--- config.mk ---
export PLATFORM = sky130hd
export DESIGN_NAME = hold_ctl
export DESIGN_NICKNAME = d
export VERILOG_FILES = /design/src/rtl/hold_ctl_pkg.sv /design/src/rtl/hold_win_timer.sv /design/src/rtl/hold_seq_fsm.sv /design/src/rtl/hold_ctl.sv
export SDC_FILE = /design/constraint.sdc
export NUM_CORES = 1
export LEC_CHECK = 0
export ABC_AREA = 1
export ABC_CLOCK_PERIOD_IN_PS = 1600
export BUFFER_PORTS_ARGS = -buffer_cell sky130_fd_sc_hd__buf_2
export CAP_MARGIN = 25
export CORE_AREA = 2 2 39 41
export DETAILED_ROUTE_END_ITERATION = 6
export DIE_AREA = 0 0 41 43
export GPL_TIMING_DRIVEN = 1
export PLACE_DENSITY_LB_ADDON = 0.1
export SKIP_CTS_REPAIR_TIMING = 1
export SYNTH_ARGS = -nofsm -noshare
export SYNTH_HDL_FRONTEND = slang
export SYNTH_SLANG_ARGS = --single-unit
export TNS_END_PERCENT = 20
--- constraint.sdc ---
create_clock -name clk -period 1.6 [get_ports clk]
set_input_delay 0.16 -clock clk [delete_from_list [all_inputs] [get_ports clk]]
set_output_delay 0.16 -clock clk [all_outputs]
set_load 0.02 [all_outputs]
--- src/rtl/hold_ctl_pkg.sv ---
package hold_ctl_pkg;

    typedef enum logic [1:0] {
        ST_IDLE = 2'd0,
        ST_WAIT = 2'd1,
        ST_READ = 2'd2
    } hc_state_e;

    typedef struct packed {
        hc_state_e state;
        logic      start;
    } hc_regs_t;

endpackage

--- src/rtl/hold_win_timer.sv ---
module hold_win_timer #(
    parameter int unsigned WIN_CYCLES = 120
) (
    input  logic clk,
    input  logic rst_n,
    input  logic clr_i,
    input  logic en_i,
    output logic last_o
);
    localparam int unsigned CW = (WIN_CYCLES < 2) ? 1 : $clog2(WIN_CYCLES + 1);
    localparam logic [CW-1:0] LAST_VAL = CW'(WIN_CYCLES - 1);

    logic [CW-1:0] cnt_d, cnt_q;

    always_comb begin
        cnt_d = cnt_q;
        if (clr_i) begin
            cnt_d = '0;
        end else if (en_i && (cnt_q != LAST_VAL)) begin
            cnt_d = cnt_q + CW'(1);
        end
    end

    always_ff @(posedge clk or negedge rst_n) begin
        if (!rst_n) cnt_q <= '0;
        else        cnt_q <= cnt_d;
    end

    assign last_o = (cnt_q == LAST_VAL);

endmodule

--- src/rtl/hold_seq_fsm.sv ---
module hold_seq_fsm
    import hold_ctl_pkg::*;
(
    input  logic clk,
    input  logic rst_n,
    input  logic pretrig_i,
    input  logic lvl1_i,
    input  logic scan_done_i,
    input  logic test_mode_i,
    input  logic win_last_i,
    output logic tmr_clr_o,
    output logic tmr_en_o,
    output logic hold_o,
    output logic start_o,
    output logic busy_o
);
    hc_regs_t r_d, r_q;

    always_comb begin
        r_d       = r_q;
        r_d.start = 1'b0;
        unique case (r_q.state)
            ST_IDLE: begin
                if (pretrig_i && !test_mode_i) r_d.state = ST_WAIT;
            end
            ST_WAIT: begin
                if (test_mode_i) begin
                    r_d.state = ST_IDLE;
                end else if (lvl1_i) begin
                    r_d.state = ST_READ;
                    r_d.start = 1'b1;
                end else if (win_last_i) begin
                    r_d.state = ST_IDLE;
                end
            end
            ST_READ: begin
                if (test_mode_i || scan_done_i) r_d.state = ST_IDLE;
            end
            default: r_d.state = ST_IDLE;
        endcase
    end

    always_ff @(posedge clk or negedge rst_n) begin
        if (!rst_n) begin
            r_q.state <= ST_IDLE;
            r_q.start <= 1'b0;
        end else begin
            r_q <= r_d;
        end
    end

    assign tmr_clr_o = (r_q.state != ST_WAIT);
    assign tmr_en_o  = (r_q.state == ST_WAIT);
    assign hold_o    = (r_q.state != ST_IDLE);
    assign busy_o    = (r_q.state == ST_READ);
    assign start_o   = r_q.start;

endmodule

--- src/rtl/hold_ctl.sv ---
module hold_ctl #(
    parameter int unsigned WIN_CYCLES = 120
) (
    input  logic clk,
    input  logic rst_n,
    input  logic pretrig_i,
    input  logic lvl1_i,
    input  logic scan_done_i,
    input  logic test_mode_i,
    output logic hold_o,
    output logic rdo_start_o,
    output logic busy_o
);
    logic tmr_clr, tmr_en, win_last;

    hold_win_timer #(.WIN_CYCLES(WIN_CYCLES)) u_timer (
        .clk    (clk),
        .rst_n  (rst_n),
        .clr_i  (tmr_clr),
        .en_i   (tmr_en),
        .last_o (win_last)
    );

    hold_seq_fsm u_fsm (
        .clk         (clk),
        .rst_n       (rst_n),
        .pretrig_i   (pretrig_i),
        .lvl1_i      (lvl1_i),
        .scan_done_i (scan_done_i),
        .test_mode_i (test_mode_i),
        .win_last_i  (win_last),
        .tmr_clr_o   (tmr_clr),
        .tmr_en_o    (tmr_en),
        .hold_o      (hold_o),
        .start_o     (rdo_start_o),
        .busy_o      (busy_o)
    );

endmodule

==> results by group, run 1 <==
Timing
  – Final Setup Violations: 0
  – RSZ-0062 raised after global routing: false
  – Hold Fails Final Rpt: 0
  – Fin crit share: 76.9%
  – Final Max Tran Viols: 0
  – Slew HR: 82.6%
  – Fin crit period: 1.23 ns
  – Setup total negative slack: 0 ns
  – Max Freq: 813 MHz
  – Max Clock Skew: 0.00382 ns
  – Worst-Margin Slew: 0.260 ns

Yosys
  – Post-synthesis cell type count: 18
  – Syn Area/Cell: 8.15 sq um
  – Mux cell area share after synthesis: 0%
  – Post-synthesis simple-gate area fraction: 33.0%
  – Register area share after synthesis: 46.5%
  – Post-synthesis cell area: 538 sq um
  – Synthesis-stage register bit count: 10
  – Syn Nets: 73
  – Compound-Gate Fraction of Synth Area: 8.14%
  – Post-Syn Instances: 66
  – Largest family of logic cells by synthesized area: simple AND/OR/NAND/NOR gates
  – Xor/xnor share of the synthesized area: 1.63%
  – Adder-cell share of the synthesized area: 2.33%
  – Warnings from Yosys: 0

CTS
  – Clk_lat worst skew: 0.27 ns
  – CTS buffer count: 3
  – Clk buf depth: 2
  – Clock sink count: 10
  – CTS tree: built
  – Clock slew at reported path FFs: 0.07 ns
  – Max H-tree Level: 1
  – Cell chosen for the clock root: clkbuf_4

Setup path
  – Cell chain of the critical path: ha_1, nand2_2, nor2_4, nand2_2, nand3b_1, nand2_1
  – Launch point of the worst reg-to-reg path: u_timer.cnt_q[0]$_DFFE_PN0P_
  – CP max-delay cell: dfrtp_1
  – Slowest cell delay on critical path: 0.43 ns
  – Worst Path Max Fanout: 6
  – Startpoint Class: register
  – Worst Setup SP: u_timer.cnt_q[0]$_DFFE_PN0P_
  – CP arrival: 1.39 ns
  – Reg-to-reg slack, setup: 0.37 ns
  – Critical path required time: 1.76 ns
  – FF-to-FF path depth: 6
  – CP Capture Type: register
  – Most used cell along the critical path: nand2_2
  – Crit path to: u_timer.cnt_q[0]$_DFFE_PN0P_
  – Critical path start-end classification: register to register
  – Crit Reg-Reg Endpoint: u_timer.cnt_q[0]$_DFFE_PN0P_

Place
  – Placed cells: 89
  – Gpl congestion: 0.793
  – DP HPWL: 743 um
  – Port Buffers: 8

Pwr
  – Pwr/cell area: 1320 nW/um^2
  – Peak VDD IR: 631 uV
  – Static leakage: 0.311 nW

Global routing
  – GRT overflow: 0
  – Largest net degree at the start of global routing: 12
  – Global-route wire length before repair: 1.72 mm
  – GRT Total Usage: 15.0%
  – Initial antenna violation count: 0
  – Number of global-route vias before repair: 437

Finish
  – Final net count: 86
  – Fin cells: 94
  – Fillers: 148
  – Fraction of layout cells with a size suffix above 1: 24.4%
  – N_diodes: 0
  – FF/Latch Area: 250 sq um
  – Area delta synth->final: 17.7%
  – Multi-input gate area: 243 sq um

Floorplanning
  – Row count: 14
  – Die Width: 41 um
  – Chip height: 43 um
  – Initial Util: 38.9%
  – Core area: 1380 sq um
  – Die ar.: 1760 sq um
  – Io pins: 9

Detailed routing
  – Post-DR wirelength/cell: 10.2 um
  – DR pass1 iterations: 3
  – Drt drc: 0
  – Via count: 431
  – Iter 0 DRT Violations: 9
  – Antenna-violating nets left: 0
  – Via density per instance: 4.59
  – Total Routed Length: 958 um

Job
  – MaxCap Viol Count: 0

Min path
  – Hold crit path type: input pin to register

Outcome
  – Status: finished clean
flip-flops by register name, indices dropped and copies added (netlist names):
signal         cells
u_timer.cnt_q      7
u_fsm.r_q          2
u_fsm.start_o      1
cell usage after synthesis, drive strengths merged:
cell / number / area [sq um]
inv: 9 / 33.8
ha: 1 / 12.5
nand3b: 1 / 7.51
buf: 1 / 11.3
nand3: 7 / 40.0
nor2: 13 / 66.3
dfrtp: 10 / 250
xor2: 1 / 8.76
o21ai: 5 / 28.8
nand2: 14 / 57.6
nand4: 1 / 6.26
a21oi: 3 / 15.0
area by class of cell:
type,instances,area share [%]
Multi-Input combinational cell,46,38.3
Inverter,9,5.34
Clock buffer,4,5.73
Sequential cell,10,39.5
Timing Repair Buffer,9,7.91
Tap cell,16,3.16
cells in the final DEF (no fill, tap or decap), types with 2 or more instances in the layout:
cell type,instances
nand2_1,12
nor2_1,10
o21ai_1,3
nand3_1,6
clkbuf_4,3
a21oi_1,3
nand2_2,2
buf_2,8
inv_1,9
nor2_4,2
dfrtp_1,10
worst min path at each step:
stage / start / endpoint / slack, ns / cells past startpoint
finish: scan_done_i / u_fsm.r_q[2]$_DFFE_PN0P_ / 0.16 / 4
global route: scan_done_i / u_fsm.r_q[2]$_DFFE_PN0P_ / 0.18 / 4
floorplan: rst_n / u_fsm.r_q[1]$_DFFE_PN0P_ / -0.14 / 0
detailed placement: rst_n / u_timer.cnt_q[6]$_DFFE_PN0P_ / 0.04 / 1
CTS: rst_n / u_timer.cnt_q[2]$_DFFE_PN0P_ / -0.26 / 1
global placement: rst_n / u_timer.cnt_q[3]$_DFFE_PN0P_ / 0.04 / 1
stage by stage:
stage               power (W)  util (%)  worst slack (ns)  instance area [sq um]  hold slack [ns]
floorplan            0.000566         -             0.478                    538           -0.136
global placement     0.000612      42.4             0.398                    587           0.0383
detailed placement   0.000613      42.4             0.370                    587           0.0364
CTS                  0.000848      45.0             0.360                    623           -0.258
global route         0.000908      45.8             0.269                    633            0.182
finish               0.000835      45.8             0.369                    633            0.161
critical path: cells and delay by family (launching register included):
kind | cells | cell delay [ns]
adder cells (fa/ha/maj) | 1 | 0.23
AND/OR/NAND/NOR | 5 | 0.46
flip-flops | 1 | 0.43
report_power, final:
group / internal (W) / switching, W
Sequential: 0.000298 / 0.0000467
Clock: 0.000138 / 0.0000930
Combinational: 0.0000934 / 0.000165
Total: 0.000530 / 0.000305
per-layer routing:
layer / vias to the layer above / wire, um / global-route usage [%]
met4: 0 / 34 / 12.0
met3: 4 / 39 / 3.66
met2: 11 / 385 / 21.6
met5: - / 0 / 0
met1: 181 / 499 / 18.1
li1: 235 / - / -
cells by family after synthesis:
| kind of cell | count (synthesis) |
|---|---|
| flops | 10 |
| fa+ha+maj | 1 |
| simple gates | 36 |
| compound gates | 8 |
| xor+xnor | 1 |
| buf+inv | 10 |
(Power assumes the default switching activity.)
==> run 2, diff against run 1 <==
- ABC_AREA: 1 -> 0
- ABC_CLOCK_PERIOD_IN_PS: 1600 -> 1220
- clock period: 1.6 -> 1.22 ns (I/O delays scaled with it)
==> run 2 against run 1 <==
Area after synthesis down 8.8%; critical path type unchanged; combinational power down 68%; register-to-register slack lost 0.34 ns; core utilization rose by 3.0 points; die area is the same; cell area rose by 6.5%; non-clock buffer count up 7; synthesized cell count down 24%; global-route usage is 1.6 points higher; critical endpoint is now u_timer.cnt_q[6]$_DFFE_PN0P_; hold slack got worse by 0.13 ns.
==> results by group, run 2 <==
Yosys
  – Post-Syn Instances: 50
  – Syn Nets: 57
  – Warnings from Yosys: 0
  – Area leader, netlist: dfrtp_1
  – Post-synthesis cell type count: 23
  – Top FF cell, synth: dfrtp_1
  – Post-synthesis cell area: 490 sq um
  – EDFF count, synth: 0
  – Commonest cells in the netlist: dfrtp_1, a21oi_1, nand2_1, o21ai_0
  – Cell with the most instances after synthesis: dfrtp_1
  – Top cells by area, synth: dfrtp_1, a21oi_1, o21ai_0
  – Share of the synthesized area in the top cell type: 51.0%
  – Register area share after synthesis: 51.0%
  – Synthesis-stage register bit count: 10
  – Syn Area/Cell: 9.81 sq um
  – Ys async rst share: 100%

Floorplanning
  – Row count: 14
  – Core area: 1380 sq um
  – Initial Util: 35.4%
  – Io pins: 9
  – Die Width: 41 um
  – Chip height: 43 um
  – Die ar.: 1760 sq um

Detailed routing
  – Drt drc: 0
  – Total Routed Length: 1.13 mm
  – Iter 0 DRT Violations: 12
  – DR pass1 iterations: 4
  – Post-DR wirelength/cell: 13.3 um
  – Via count: 436
  – Antenna-violating nets left: 0
  – Via density per instance: 5.13

Place
  – DP HPWL: 799 um
  – Place WS: -0.00126 ns
  – Placed cells: 79
  – Port Buffers: 8
  – Dpl cell area: 597 sq um
  – Gpl congestion: 0.764

Setup path
  – CP max-delay cell: dfrtp_1
  – CP arrival: 1.39 ns
  – Cell chain of the critical path: ha_4, nand3_2, or3_1, a21oi_1
  – CP Capture Type: register
  – Reg-to-reg slack, setup: 0.03 ns
  – Top delay family on crit path: simple AND/OR/NAND/NOR gates
  – Worst Path Max Fanout: 3
  – Slowest cell delay on critical path: 0.41 ns
  – Critical path start-end classification: register to register
  – CP Buf/Inv Count: 0
  – Startpoint Class: register
  – Critical path required time: 1.42 ns

Job
  – MaxCap Viol Count: 0

Global routing
  – GRT Total Usage: 16.7%
  – Initial antenna violation count: 0
  – Global-route wire length before repair: 1.90 mm
  – Number of global-route vias before repair: 418
  – Largest net degree at the start of global routing: 11
  – GRT overflow: 0

Finish
  – Final net count: 77
  – N_diodes: 0
  – Fin cells: 85
  – Largest Register: u_timer.cnt_q
  – Fraction of layout cells with a size suffix above 1: 37.7%
  – Area delta synth->final: 37.5%
  – Commonest non-fill, non-tap cell in the layout: dfrtp_1
  – Post-route cell area: 674 sq um
  – Max reg flops: 7
  – Most frequent cells in the layout: dfrtp_1, buf_2, buf_4

CTS
  – Clk buf depth: 2
  – Clk_lat worst skew: 0.27 ns
  – Cell chosen for the clock root: clkbuf_4
  – CTS tree: built
  – Clock slew at reported path FFs: 0.07 ns
  – Max H-tree Level: 1
  – Clock sink count: 10
  – CTS buffer count: 3

Timing
  – Worst-Margin Slew: 0.236 ns
  – Final Max Tran Viols: 0
  – Max Freq: 838 MHz
  – Slew HR: 84.3%
  – Fin crit share: 97.8%
  – Max Clock Skew: 0.00313 ns
  – Fin crit period: 1.19 ns
  – Fin worst setup slack: 0.0268 ns
  – RSZ-0062 raised after global routing: true
  – Hold Fails Final Rpt: 0
  – Final Setup Violations: 0

Pwr
  – Peak VDD IR: 600 uV
  – Pwr Total: 0.000738 W
  – Pwr/cell area: 1090 nW/um^2
  – Static leakage: 0.305 nW

Min path
  – Hold crit path type: input pin to register

Outcome
  – Status: finished clean
run 2: cell families after synthesis:
group / Yosys count / synth area share, %
buffers and inverters: 3 / 2.30
and+or+nand+nor: 21 / 24.2
xor gates and xnor gates: 2 / 3.57
AOI/OAI and AO/OA: 13 / 16.3
DFF: 10 / 51.0
adders and majority gates: 1 / 2.55
run 2: worst paths after layout:
check	start	end	cells past startpoint
hold / removal	test_mode_i	u_fsm.r_q[1]$_DFFE_PN0P_	2
hold reg to reg	u_fsm.r_q[2]$_DFFE_PN0P_	u_timer.cnt_q[2]$_DFFE_PN0P_	3
setup reg to reg	u_timer.cnt_q[0]$_DFFE_PN0P_	u_timer.cnt_q[6]$_DFFE_PN0P_	4
setup / recovery	u_timer.cnt_q[0]$_DFFE_PN0P_	u_timer.cnt_q[6]$_DFFE_PN0P_	4
min in group asynchronous	rst_n	u_timer.cnt_q[6]$_DFFE_PN0P_	2
max in group asynchronous	rst_n	u_timer.cnt_q[2]$_DFFE_PN0P_	2
run 2: stage by stage:
stage / utilization [%] / TNS [ns] / hold WS [ns]
floorplan: - / 0 / -0.174
global placement: 43.1 / 0 / -0.00161
detailed placement: 43.1 / -0.00126 / -0.00378
CTS: 45.8 / -0.0377 / -0.297
global route: 48.7 / -0.0563 / 0.0186
finish: 48.7 / 0 / 0.0273
run 2: metal layers:
layer,global-route usage (%),part of all wire [%],vias to the layer above
li1,-,-,216
met1,20.7,40,206
met2,24.1,53,14
met3,8.38,6.8,0
met4,6.00,0,0
met5,0,0,-
run 2: report_power, final:
group | internal, W | total (W) | switching (W)
Sequential | 0.000340 | 0.000350 | 0.00000927
Clock | 0.000181 | 0.000305 | 0.000124
Combinational | 0.0000387 | 0.0000834 | 0.0000447
run 2: worst register-to-register path: cells and delay by family, from the launching register on:
family                     cells  cell delay [ns]
DFF                            1             0.41
and+or+nand+nor                2             0.43
AOI/OAI and AO/OA              1             0.12
adders and majority gates      1             0.17
run 2: area by class of cell:
| cell class | count | area, sq um |
|---|---|---|
| inverters | 2 | 7.51 |
| multi-input cells | 37 | 258 |
| flip-flops and latches | 10 | 250 |
| fillers | 138 | 709 |
| well taps | 16 | 20.0 |
| repair buffers | 16 | 103 |
| clock buffers | 4 | 36.3 |
==> run 3, diff against run 2 <==
- REMOVE_ABC_BUFFERS: not set -> 1
==> run 3 against run 2 <==
Cell area fell by 3.7%; count of clock-buffer cells in the layout did not move; core utilization fell by 1.8 points; sequential share of layout area rose by 1.4 points; fmax fell by 0.38%; routed wire length fell by 13%; die area did not move; non-clock buffer count fell by 1; largest cell class is now sequential cells.
==> results by group, run 3 (synthesis results as in run 2) <==
Timing
  – RSZ-0062 raised after global routing: true
  – Worst-Margin Slew: 0.229 ns
  – Fin crit period: 1.20 ns
  – Final Max Tran Viols: 0
  – Final Setup Violations: 0
  – Max Freq: 835 MHz
  – Max Clock Skew: 0.00762 ns
  – Fin crit share: 98.2%
  – Slew HR: 84.7%
  – Hold Fails Final Rpt: 0

Place
  – Gpl congestion: 0.724
  – DP HPWL: 763 um
  – Port Buffers: 8

Setup path
  – CP Buf/Inv Count: 0
  – Critical path required time: 1.42 ns
  – Worst Path Max Fanout: 3
  – Launch point of the worst reg-to-reg path: u_timer.cnt_q[1]$_DFFE_PN0P_
  – FF-to-FF path depth: 4
  – Slowest cell delay on critical path: 0.36 ns
  – Reg-to-reg slack, setup: 0.02 ns
  – Cell chain of the critical path: ha_2, nand3_1, or3_1, a21oi_1
  – Top delay family on crit path: simple AND/OR/NAND/NOR gates
  – CP arrival: 1.39 ns
  – Startpoint Class: register
  – Worst Setup SP: u_timer.cnt_q[1]$_DFFE_PN0P_
  – CP Capture Type: register
  – Crit Reg-Reg Endpoint: u_timer.cnt_q[6]$_DFFE_PN0P_
  – CP max-delay cell: dfrtp_1
  – Critical path start-end classification: register to register

Pwr
  – Clk pwr share: 41.1%
  – Switching share of power: 23.0%
  – Pwr/cell area: 1110 nW/um^2
  – Pwr Total: 0.000724 W
  – Comb pwr share: 10.8%
  – Switching power: 0.000166 W
  – Share of power burned in registers: 48.1%
  – Peak VDD IR: 611 uV
  – Pint: 0.000557 W
  – Static leakage: 0.299 nW

Finish
  – Fillers: 139
  – Fraction of layout cells with a size suffix above 1: 33.8%
  – Commonest non-fill, non-tap cell in the layout: dfrtp_1
  – Largest Register: u_timer.cnt_q
  – Area delta synth->final: 32.4%
  – Final Util: 46.9%
  – Max reg flops: 7
  – FF/Latch Area: 250 sq um
  – Multi-input gate area: 240 sq um
  – N_diodes: 0
  – Final net count: 76
  – Most frequent cells in the layout: dfrtp_1, buf_2, buf_4

Detailed routing
  – Via density per instance: 4.79
  – Antenna-violating nets left: 0
  – Total Routed Length: 985 um
  – Iter 0 DRT Violations: 1
  – Via count: 402
  – Drt drc: 0
  – Post-DR wirelength/cell: 11.7 um
  – DR pass1 iterations: 2

Global routing
  – Initial antenna violation count: 0
  – GRT overflow: 0
  – Largest net degree at the start of global routing: 11
  – Global-route wire length before repair: 1.65 mm
  – GRT Total Usage: 14.7%
  – Number of global-route vias before repair: 373

Min path
  – Worst Hold End: u_fsm.r_q[1]$_DFFE_PN0P_
  – WHS Path Cells: 2
  – HP Start: test_mode_i
  – Hold crit path type: input pin to register

CTS
  – Clock sink count: 10
  – Cell chosen for the clock root: clkbuf_4
  – Clock slew at reported path FFs: 0.07 ns
  – Max H-tree Level: 1
  – CTS buffer count: 3
  – Clk buf depth: 2
  – Clk_lat worst skew: 0.27 ns
  – CTS tree: built

Floorplanning
  – Die ar.: 1760 sq um
  – Row count: 14
  – Chip height: 43 um
  – Io pins: 9
  – Initial Util: 35.4%
  – Die Width: 41 um
  – Core area: 1380 sq um

Job
  – MaxCap Viol Count: 0

Outcome
  – Status: finished clean
[run 3: power groups by stage]
stage	sequential (W)	combinational, W	clock (W)
2_1_floorplan	0.000355	0.0000348	0
3_3_place_gp	0.000353	0.0000758	0
3_5_place_dp	0.000354	0.0000761	0
4_1_cts	0.000348	0.0000756	0.000307
5_1_grt	0.000349	0.0000883	0.000326
6_report	0.000348	0.0000781	0.000298
[run 3: metrics by stage]
stage / cells / instance area, sq um / hold WS (ns) / TNS [ns] / setup slack [ns]
floorplan: 49 / 487 / -0.174 / -0.0389 / -0.0389
global placement: 79 / 592 / -0.00358 / 0 / 0.0169
detailed placement: 79 / 592 / -0.00546 / -0.0300 / -0.0229
CTS: 83 / 628 / -0.297 / -0.0464 / -0.0252
global route: 84 / 649 / 0.0319 / -0.112 / -0.0485
finish: 84 / 649 / 0.0283 / 0 / 0.0222
[run 3: worst max-delay path by stage]
stage,cells after the start,slack [ns],to
2_1_floorplan,4,-0.04,u_fsm.r_q[1]$_DFFE_PN0P_
3_3_place_gp,4,0.02,u_fsm.r_q[1]$_DFFE_PN0P_
3_5_place_dp,4,-0.02,u_fsm.r_q[1]$_DFFE_PN0P_
4_1_cts,4,-0.03,u_fsm.r_q[1]$_DFFE_PN0P_
5_1_grt,4,-0.05,u_fsm.r_q[1]$_DFFE_PN0P_
6_report,4,0.02,u_timer.cnt_q[6]$_DFFE_PN0P_
[run 3: area by class of cell]
type / instances / share of cell area [%]
Sequential cell: 10 / 38.5
Multi-Input combinational cell: 37 / 37.0
Timing Repair Buffer: 15 / 14.6
Clock buffer: 4 / 5.59
Tap cell: 16 / 3.08
Inverter: 2 / 1.16
[run 3: routing by layer]
layer	GRT usage (%)	routed length, um	vias to the layer above
li1	-	-	214
met1	20.8	500	183
met2	18.1	439	5
met3	9.42	44	0
met4	4.00	0	0
met5	0	0	-
